`config.mk`:
```
export PLATFORM = sky130hd
export DESIGN_NAME = dram_row_decoder
export DESIGN_NICKNAME = d
export VERILOG_FILES = /design/src/rtl/rowdec_pkg.sv /design/src/rtl/rowdec_regs.sv /design/src/rtl/rowdec_match.sv /design/src/rtl/rowdec_select.sv /design/src/rtl/dram_row_decoder.sv
export SDC_FILE = /design/constraint.sdc
export NUM_CORES = 1
export LEC_CHECK = 0
export ABC_AREA = 1
export BUFFER_PORTS_ARGS = -buffer_cell sky130_fd_sc_hd__buf_2
export CAP_MARGIN = 5
export CORE_MARGIN = 8
export CORE_UTILIZATION = 45
export CTS_CLUSTER_SIZE = 40
export DETAILED_ROUTE_END_ITERATION = 7
export GPL_TIMING_DRIVEN = 0
export PLACE_DENSITY = 0.72
export SYNTH_ARGS = -nofsm -noshare
export SYNTH_HDL_FRONTEND = slang
export SYNTH_HIERARCHICAL = 1
export SYNTH_SLANG_ARGS = --single-unit
export TNS_END_PERCENT = 10
```
`constraint.sdc`:
```
create_clock -name clk -period 2.95 [get_ports clk]
set_input_delay 0.1475 -clock clk [delete_from_list [all_inputs] [get_ports clk]]
set_output_delay 0.1475 -clock clk [all_outputs]
set_load 0.01 [all_outputs]
```
`src/rtl/rowdec_pkg.sv`:
```
// Shared types and constants for the DRAM row boundary decoder.
// Assumes byte-wide configuration writes.
package rowdec_pkg;
    localparam int BYTE_W = 8;
    localparam int PCODE_W = 2;

    typedef enum logic [PCODE_W-1:0] {
        PG_2K   = 2'b00,
        PG_4K   = 2'b01,
        PG_8K   = 2'b10,
        PG_RSVD = 2'b11
    } page_code_e;
endpackage

```
`src/rtl/rowdec_regs.sv`:
```
// Configuration store: per-row end boundaries, packed page-size codes and
// the banks field. Written one byte at a time; a write lands on the next clock.
// Assumes the register map: rows first, then page bytes, then banks bytes.
module rowdec_regs
    import rowdec_pkg::*;
#(
    parameter int NUM_ROWS = 8,
    parameter int CFG_AW   = 4
) (
    input  logic                        clk,
    input  logic                        rst_n,
    input  logic                        cfg_we,
    input  logic [CFG_AW-1:0]           cfg_addr,
    input  logic [BYTE_W-1:0]           cfg_wdata,
    output logic [NUM_ROWS*BYTE_W-1:0]  bnd_flat,
    output logic [NUM_ROWS*PCODE_W-1:0] page_flat,
    output logic [NUM_ROWS-1:0]         banks_vec
);
    localparam int PS_BYTES = (NUM_ROWS*PCODE_W + BYTE_W - 1) / BYTE_W;
    localparam int BK_BYTES = (NUM_ROWS + BYTE_W - 1) / BYTE_W;
    localparam int PS_BASE  = NUM_ROWS;
    localparam int BK_BASE  = NUM_ROWS + PS_BYTES;

    logic [PS_BYTES*BYTE_W-1:0] page_pad;
    logic [BK_BYTES*BYTE_W-1:0] banks_pad;

    for (genvar g = 0; g < NUM_ROWS; g++) begin : g_bnd
        // Boundary register for row g.
        always_ff @(posedge clk) begin
            if (!rst_n)
                bnd_flat[g*BYTE_W +: BYTE_W] <= '0;
            else if (cfg_we && cfg_addr == CFG_AW'(g))
                bnd_flat[g*BYTE_W +: BYTE_W] <= cfg_wdata;
        end

        a_r2_bnd_load: assert property (@(posedge clk) disable iff (!rst_n)
            (cfg_we && cfg_addr == CFG_AW'(g)) |=> bnd_flat[g*BYTE_W +: BYTE_W] == $past(cfg_wdata));
        a_r2_bnd_hold: assert property (@(posedge clk) disable iff (!rst_n)
            !(cfg_we && cfg_addr == CFG_AW'(g)) |=> $stable(bnd_flat[g*BYTE_W +: BYTE_W]));
    end

    for (genvar p = 0; p < PS_BYTES; p++) begin : g_page
        // One byte of the packed page-size codes.
        always_ff @(posedge clk) begin
            if (!rst_n)
                page_pad[p*BYTE_W +: BYTE_W] <= '0;
            else if (cfg_we && cfg_addr == CFG_AW'(PS_BASE + p))
                page_pad[p*BYTE_W +: BYTE_W] <= cfg_wdata;
        end
    end

    for (genvar b = 0; b < BK_BYTES; b++) begin : g_banks
        // One byte of the banks-per-row field.
        always_ff @(posedge clk) begin
            if (!rst_n)
                banks_pad[b*BYTE_W +: BYTE_W] <= '0;
            else if (cfg_we && cfg_addr == CFG_AW'(BK_BASE + b))
                banks_pad[b*BYTE_W +: BYTE_W] <= cfg_wdata;
        end
    end

    assign page_flat = page_pad[NUM_ROWS*PCODE_W-1:0];
    assign banks_vec = banks_pad[NUM_ROWS-1:0];
endmodule

```
`src/rtl/rowdec_match.sv`:
```
// Per-row range compare: each row claims the units from the previous end up
// to its own end, exclusive. Also flags a miss above the last end and reports
// whether the boundaries are non-decreasing.
// Assumes the unit field is at least one byte wide.
module rowdec_match
    import rowdec_pkg::*;
#(
    parameter int NUM_ROWS = 8,
    parameter int UNIT_W   = 9
) (
    input  logic [UNIT_W-1:0]          units,
    input  logic [NUM_ROWS*BYTE_W-1:0] bnd_flat,
    output logic [NUM_ROWS-1:0]        row_hit,
    output logic                       miss,
    output logic                       bnd_ordered
);
    localparam int CMP_W = (UNIT_W > BYTE_W) ? UNIT_W : BYTE_W;

    logic [CMP_W-1:0]    u_ext;
    logic [NUM_ROWS-1:0] hit_raw;

    assign u_ext = CMP_W'(units);

    for (genvar g = 0; g < NUM_ROWS; g++) begin : g_row
        logic [CMP_W-1:0] lo_ext;
        logic [CMP_W-1:0] hi_ext;
        if (g == 0) begin : g_first
            assign lo_ext = '0;
        end else begin : g_rest
            assign lo_ext = CMP_W'(bnd_flat[(g-1)*BYTE_W +: BYTE_W]);
        end
        assign hi_ext = CMP_W'(bnd_flat[g*BYTE_W +: BYTE_W]);
        // Range test for row g.
        always_comb hit_raw[g] = (u_ext >= lo_ext) && (u_ext < hi_ext);
    end

    // Miss when the address is at or past the top end.
    always_comb miss = u_ext >= CMP_W'(bnd_flat[(NUM_ROWS-1)*BYTE_W +: BYTE_W]);

    // Hits are suppressed on a miss.
    always_comb row_hit = hit_raw & {NUM_ROWS{~miss}};

    // Non-decreasing boundary check used by the assertions.
    always_comb begin
        bnd_ordered = 1'b1;
        for (int i = 1; i < NUM_ROWS; i++)
            if (bnd_flat[i*BYTE_W +: BYTE_W] < bnd_flat[(i-1)*BYTE_W +: BYTE_W])
                bnd_ordered = 1'b0;
    end
endmodule

```
`src/rtl/rowdec_select.sv`:
```
// Picks the lowest hit row and muxes out its page code and banks bit.
// EDO mode pins the code to 2 KB; a reserved code on the pick sets an error.
// Assumes row_hit is one-hot or zero when boundaries are ordered.
module rowdec_select
    import rowdec_pkg::*;
#(
    parameter int NUM_ROWS = 8,
    parameter int IDX_W    = 3
) (
    input  logic [NUM_ROWS-1:0]         row_hit,
    input  logic [NUM_ROWS*PCODE_W-1:0] page_flat,
    input  logic [NUM_ROWS-1:0]         banks_vec,
    input  logic                        mem_is_edo,
    output logic [IDX_W-1:0]            row_idx,
    output logic [PCODE_W-1:0]          page_code,
    output logic                        four_banks,
    output logic                        page_err
);
    logic             any_hit;
    logic [IDX_W-1:0] idx;
    page_code_e       code_raw;

    // Priority encode, lowest row wins.
    always_comb begin
        idx     = '0;
        any_hit = 1'b0;
        for (int i = NUM_ROWS-1; i >= 0; i--) begin
            if (row_hit[i]) begin
                idx     = IDX_W'(i);
                any_hit = 1'b1;
            end
        end
    end

    // Fetch the selected row's stored code.
    always_comb code_raw = page_code_e'(page_flat[int'(idx)*PCODE_W +: PCODE_W]);

    // Drive outputs, quiet when nothing is selected.
    always_comb begin
        row_idx    = any_hit ? idx : '0;
        four_banks = any_hit && banks_vec[idx];
        page_code  = (any_hit && !mem_is_edo) ? code_raw : PG_2K;
        page_err   = any_hit && !mem_is_edo && (code_raw == PG_RSVD);
    end
endmodule

```
`src/rtl/dram_row_decoder.sv`:
```
// DRAM row boundary decoder top. Splits the address into 8 MB units, matches
// it against the cumulative row ends and reports the row with its attributes.
// Assumes boundaries are programmed non-decreasing; lookup is combinational.
module dram_row_decoder
    import rowdec_pkg::*;
#(
    parameter int NUM_ROWS = 8,
    parameter int ADDR_W   = 32,
    parameter int UNIT_LSB = 23,
    parameter int CFG_AW   = 4
) (
    input  logic                   clk,
    input  logic                   rst_n,
    input  logic                   cfg_we,
    input  logic [CFG_AW-1:0]      cfg_addr,
    input  logic [BYTE_W-1:0]      cfg_wdata,
    input  logic                   mem_is_edo,
    input  logic [ADDR_W-1:0]      lookup_addr,
    output logic [NUM_ROWS-1:0]    row_hit,
    output logic [$clog2(NUM_ROWS)-1:0] row_idx,
    output logic [PCODE_W-1:0]     page_code,
    output logic                   four_banks,
    output logic                   miss,
    output logic                   page_err
);
    localparam int IDX_W  = $clog2(NUM_ROWS);
    localparam int UNIT_W = ADDR_W - UNIT_LSB;

    logic [NUM_ROWS*BYTE_W-1:0]  bnd_flat;
    logic [NUM_ROWS*PCODE_W-1:0] page_flat;
    logic [NUM_ROWS-1:0]         banks_vec;
    logic [UNIT_W-1:0]           units;
    logic                        bnd_ordered;
    logic                        unused_low;

    assign units      = lookup_addr[ADDR_W-1:UNIT_LSB];
    assign unused_low = ^lookup_addr[UNIT_LSB-1:0];

    rowdec_regs #(.NUM_ROWS(NUM_ROWS), .CFG_AW(CFG_AW)) u_regs (
        .clk       (clk),
        .rst_n     (rst_n),
        .cfg_we    (cfg_we),
        .cfg_addr  (cfg_addr),
        .cfg_wdata (cfg_wdata),
        .bnd_flat  (bnd_flat),
        .page_flat (page_flat),
        .banks_vec (banks_vec)
    );

    rowdec_match #(.NUM_ROWS(NUM_ROWS), .UNIT_W(UNIT_W)) u_match (
        .units       (units),
        .bnd_flat    (bnd_flat),
        .row_hit     (row_hit),
        .miss        (miss),
        .bnd_ordered (bnd_ordered)
    );

    rowdec_select #(.NUM_ROWS(NUM_ROWS), .IDX_W(IDX_W)) u_select (
        .row_hit    (row_hit),
        .page_flat  (page_flat),
        .banks_vec  (banks_vec),
        .mem_is_edo (mem_is_edo),
        .row_idx    (row_idx),
        .page_code  (page_code),
        .four_banks (four_banks),
        .page_err   (page_err)
    );

    a_r3_onehot_hit: assert property (@(posedge clk) disable iff (!rst_n)
        bnd_ordered |-> $onehot0(row_hit));
    a_r3_idx_points_at_hit: assert property (@(posedge clk) disable iff (!rst_n)
        (bnd_ordered && !miss) |-> row_hit[row_idx]);
    a_r4_no_gap: assert property (@(posedge clk) disable iff (!rst_n)
        (bnd_ordered && !miss) |-> (row_hit != '0));
    a_r5_miss_quiet: assert property (@(posedge clk) disable iff (!rst_n)
        miss |-> (row_idx == '0 && page_code == PG_2K && !four_banks && !page_err));
    a_r8_edo_fixed: assert property (@(posedge clk) disable iff (!rst_n)
        mem_is_edo |-> (page_code == PG_2K && !page_err));
    a_r9_err_only_reserved: assert property (@(posedge clk) disable iff (!rst_n)
        page_err |-> (page_code == PG_RSVD && !miss));
endmodule

```
==> summary.txt <==
Die
  – Total core area: 13,090 um^2
  – Die width: about 130 um
  – # rows: between 40 and 50
  – IO Pins: 64
  – Die Y: 131.0 um
  – Starting Density: a little under half
  – DIE AREA: roughly 17,000 um^2

Placement
  – I/O Buffers: 38
  – RD Place Congestion: between 0.9 and 1
  – Place WS: -0.3389 ns
  – Detail Placement HPWL: about 12,000 um

Critical path
  – Worst Path Max Fanout: 6
  – Largest stage delay on the critical path: between 0.3 and 0.4 ns
  – CP Cell Sequence: inv_2, ha_4, nand2_2, nor2_2, nand2_2, o2111ai_4, buf_12, nor2_4, inv_1, nand2_1, nand2_1, nand2_2, nand2_2, nand2_2, nand2_4, nand2_8, buf_8, buf_4, nand2_1, nand3_1, nand3_1, nand2_1, buf_2
  – CP max-delay cell: dfxtp_2
  – Critical path capture point type: output pin
  – Type of the worst setup path: reg -> out
  – CP most frequent cell: nand2_2
  – CP Data Arrival Time: roughly 3 ns
  – Critical Path Source Type: flop
  – Worst Path Required: about 2.8 ns

Drt
  – Routed wl met2: roughly 8000 um
  – Vias: about 6,000
  – Met3 wire len: roughly 1400 um
  – DRC: 0
  – Max Used Layer: met4
  – Final wirelength: 18,020 um
  – Avg WL per Cell: 15.66 um
  – First drt pass iteration count: 5
  – First DRT Iteration DRCs: 524
  – Metal-1 WL: 8223 um
  – Vias per cell: just over 5
  – Antenna violation net count after detailed routing: 0

STA
  – Fin. max-slew vios: 0
  – Setup TNS: -0.5824 ns
  – Setup Skew: 0 ns
  – # setup viols final: 4
  – RSZ-0062 raised after global routing: yes
  – PnR worst setup slack: -0.1724 ns
  – Max_slew headroom: 39.19%
  – Worst-Margin Slew: around 0.91 ns
  – Achievable Freq: 320.3 MHz
  – Final hold vios: 0
  – Fin crit share: 105.8%
  – Tmin final: between 3 and 4 ns

Power
  – Sw Share: between 30% and 40%
  – Net Switching: ~0.0009 W
  – Worst vdd ir: about 0.22 mV
  – Clock power frac: ~36%
  – Internal Power: 0.002066 W
  – Pwr per Cell Area: roughly 410 nW/um^2
  – Reg power frac: 41.4%
  – Leakage: approximately 3 nW
  – Comb pwr share: 22.9%

Clock network
  – CTS buffer count: 9
  – CTS HTree Levels: 3
  – Clock buffer depth: 2
  – TritonCTS Sinks: slightly below 90
  – Clk slew on worst S/H paths: about 0.06 ns
  – Clk root buf: clkbuf_16
  – Worst-Skew Late Latency: 0.34 ns
  – CTS tree: yes

Yosys
  – Mapped Area: 5954 um^2
  – Average cell area after synthesis: approximately 6.6 um^2
  – Gate Count Post-Synth: ~900
  – YS warnings: 6
  – Synth Net Count: between 1,000 and 1,500

Global routing
  – Global-route wire length before repair: around 28,000 um
  – Total gr overflow: 0
  – Aggregate global-route resource usage: 21.70%
  – Largest net degree at the start of global routing: 14
  – Initial antenna violation count: 0
  – Vias in the first global route: about 5,600

Finish
  – Share of cells above drive strength 1: a little over a fifth
  – Nets: 1,082
  – Area delta synth->final: 22.19%
  – ANT cells: 0
  – Final core occ: ~56%

Job
  – Max-cap violations: 0

Worst hold path
  – Worst hold-check path type: in -> reg

Status
  – Outcome: complete, but fails checks
  – Failing checks: setup timing
[power by group through the flow]
stage	clock network (W)	logic [W]	registers (W)
after floorplan	0	0.000372	0.00125
final	0.00106	0.000681	0.00123
after global placement	0	0.000528	0.00125
after detailed placement	0	0.000538	0.00125
after CTS	0.00108	0.000630	0.00123
after global routing	0.00113	0.000751	0.00123
[layout make-up]
cell class / count / area, um^2
multi-input cells: 657 / 3953
plain buffers: 38 / 197.7
repair buffers: 60 / 417.9
clock buffers: 13 / 250.2
inverters: 116 / 447.9
well taps: 176 / 220.2
fillers: 1263 / 5809
clock inverters: 3 / 17.52
flip-flops and latches: 88 / 1772
[timing repair]
item                                    in CTS  in global routing
gates resized for setup                     62                 39
buffers inserted                            17                  4
endpoints found under the setup margin       7                  6
hold buffers                                 0                  0
cloned                                       1                  0
pin swaps                                   36                 30
[per-layer routing]
layer  global-route usage [%]  vias up
met1                    28.90     2731
met3                    3.166       29
met5                        0        -
met4                    8.913        0
met2                    34.35      185
li1                         -     3025
[path summary, 6_finish.rpt]
check	startpoint	endpoint	slack (ns)	cells after the start
setup / recovery	u_regs/bnd_flat[60]	four_banks	-0.17	23
hold / removal	cfg_wdata[0]	u_regs/bnd_flat[0]	0.15	5
setup reg to reg	u_regs/bnd_flat[0]	u_regs/bnd_flat[0]	2.26	4
hold reg to reg	u_regs/bnd_flat[61]	u_regs/bnd_flat[61]	0.48	2
[stage by stage]
step	total power (W)	std cells	hold WS, ns	cell area (um^2)
finish	0.002970	1151	0.1496	7276
floorplan	0.001623	899	0.3879	5954
CTS	0.002942	1147	0.1345	7063
global route	0.003112	1151	0.1870	7276
detailed placement	0.001792	1113	0.4709	6365
global placement	0.001782	1113	0.4576	6365
[placed cells by master, fill, tap and decap left out, types with 3 or more instances in the layout]
master,count
nor2_1,187
nor3_2,8
buf_1,9
a21oi_1,20
nand3b_1,7
ha_4,10
o21ai_0,7
buf_6,6
dfxtp_1,80
inv_1,99
buf_2,51
nand3_1,77
clkbuf_16,9
clkbuf_1,12
ha_1,54
buf_4,19
o21a_1,3
inv_2,14
nand3_2,10
nor4_1,3
nor3_1,6
nor2_2,11
nand2_1,163
nand2_2,20
a21oi_2,4
nor3_4,4
nand2_4,3
dfxtp_2,8
nand4_1,32
nor2_4,14
[registers in the layout (all words and copies together), names as in the netlist]
register	cells
u_regs/page_flat	16
u_regs/bnd_flat	64
u_regs/banks_vec	8
[worst max-delay path, delay by kind of cell (launching register included)]
kind / cells / cell delay [ns]
fa+ha+maj: 1 / 0.28
compound gates: 1 / 0.32
buf+inv: 6 / 0.68
flops: 1 / 0.33
simple gates: 15 / 0.98
No activity file was read; power rests on OpenSTA's default activity.
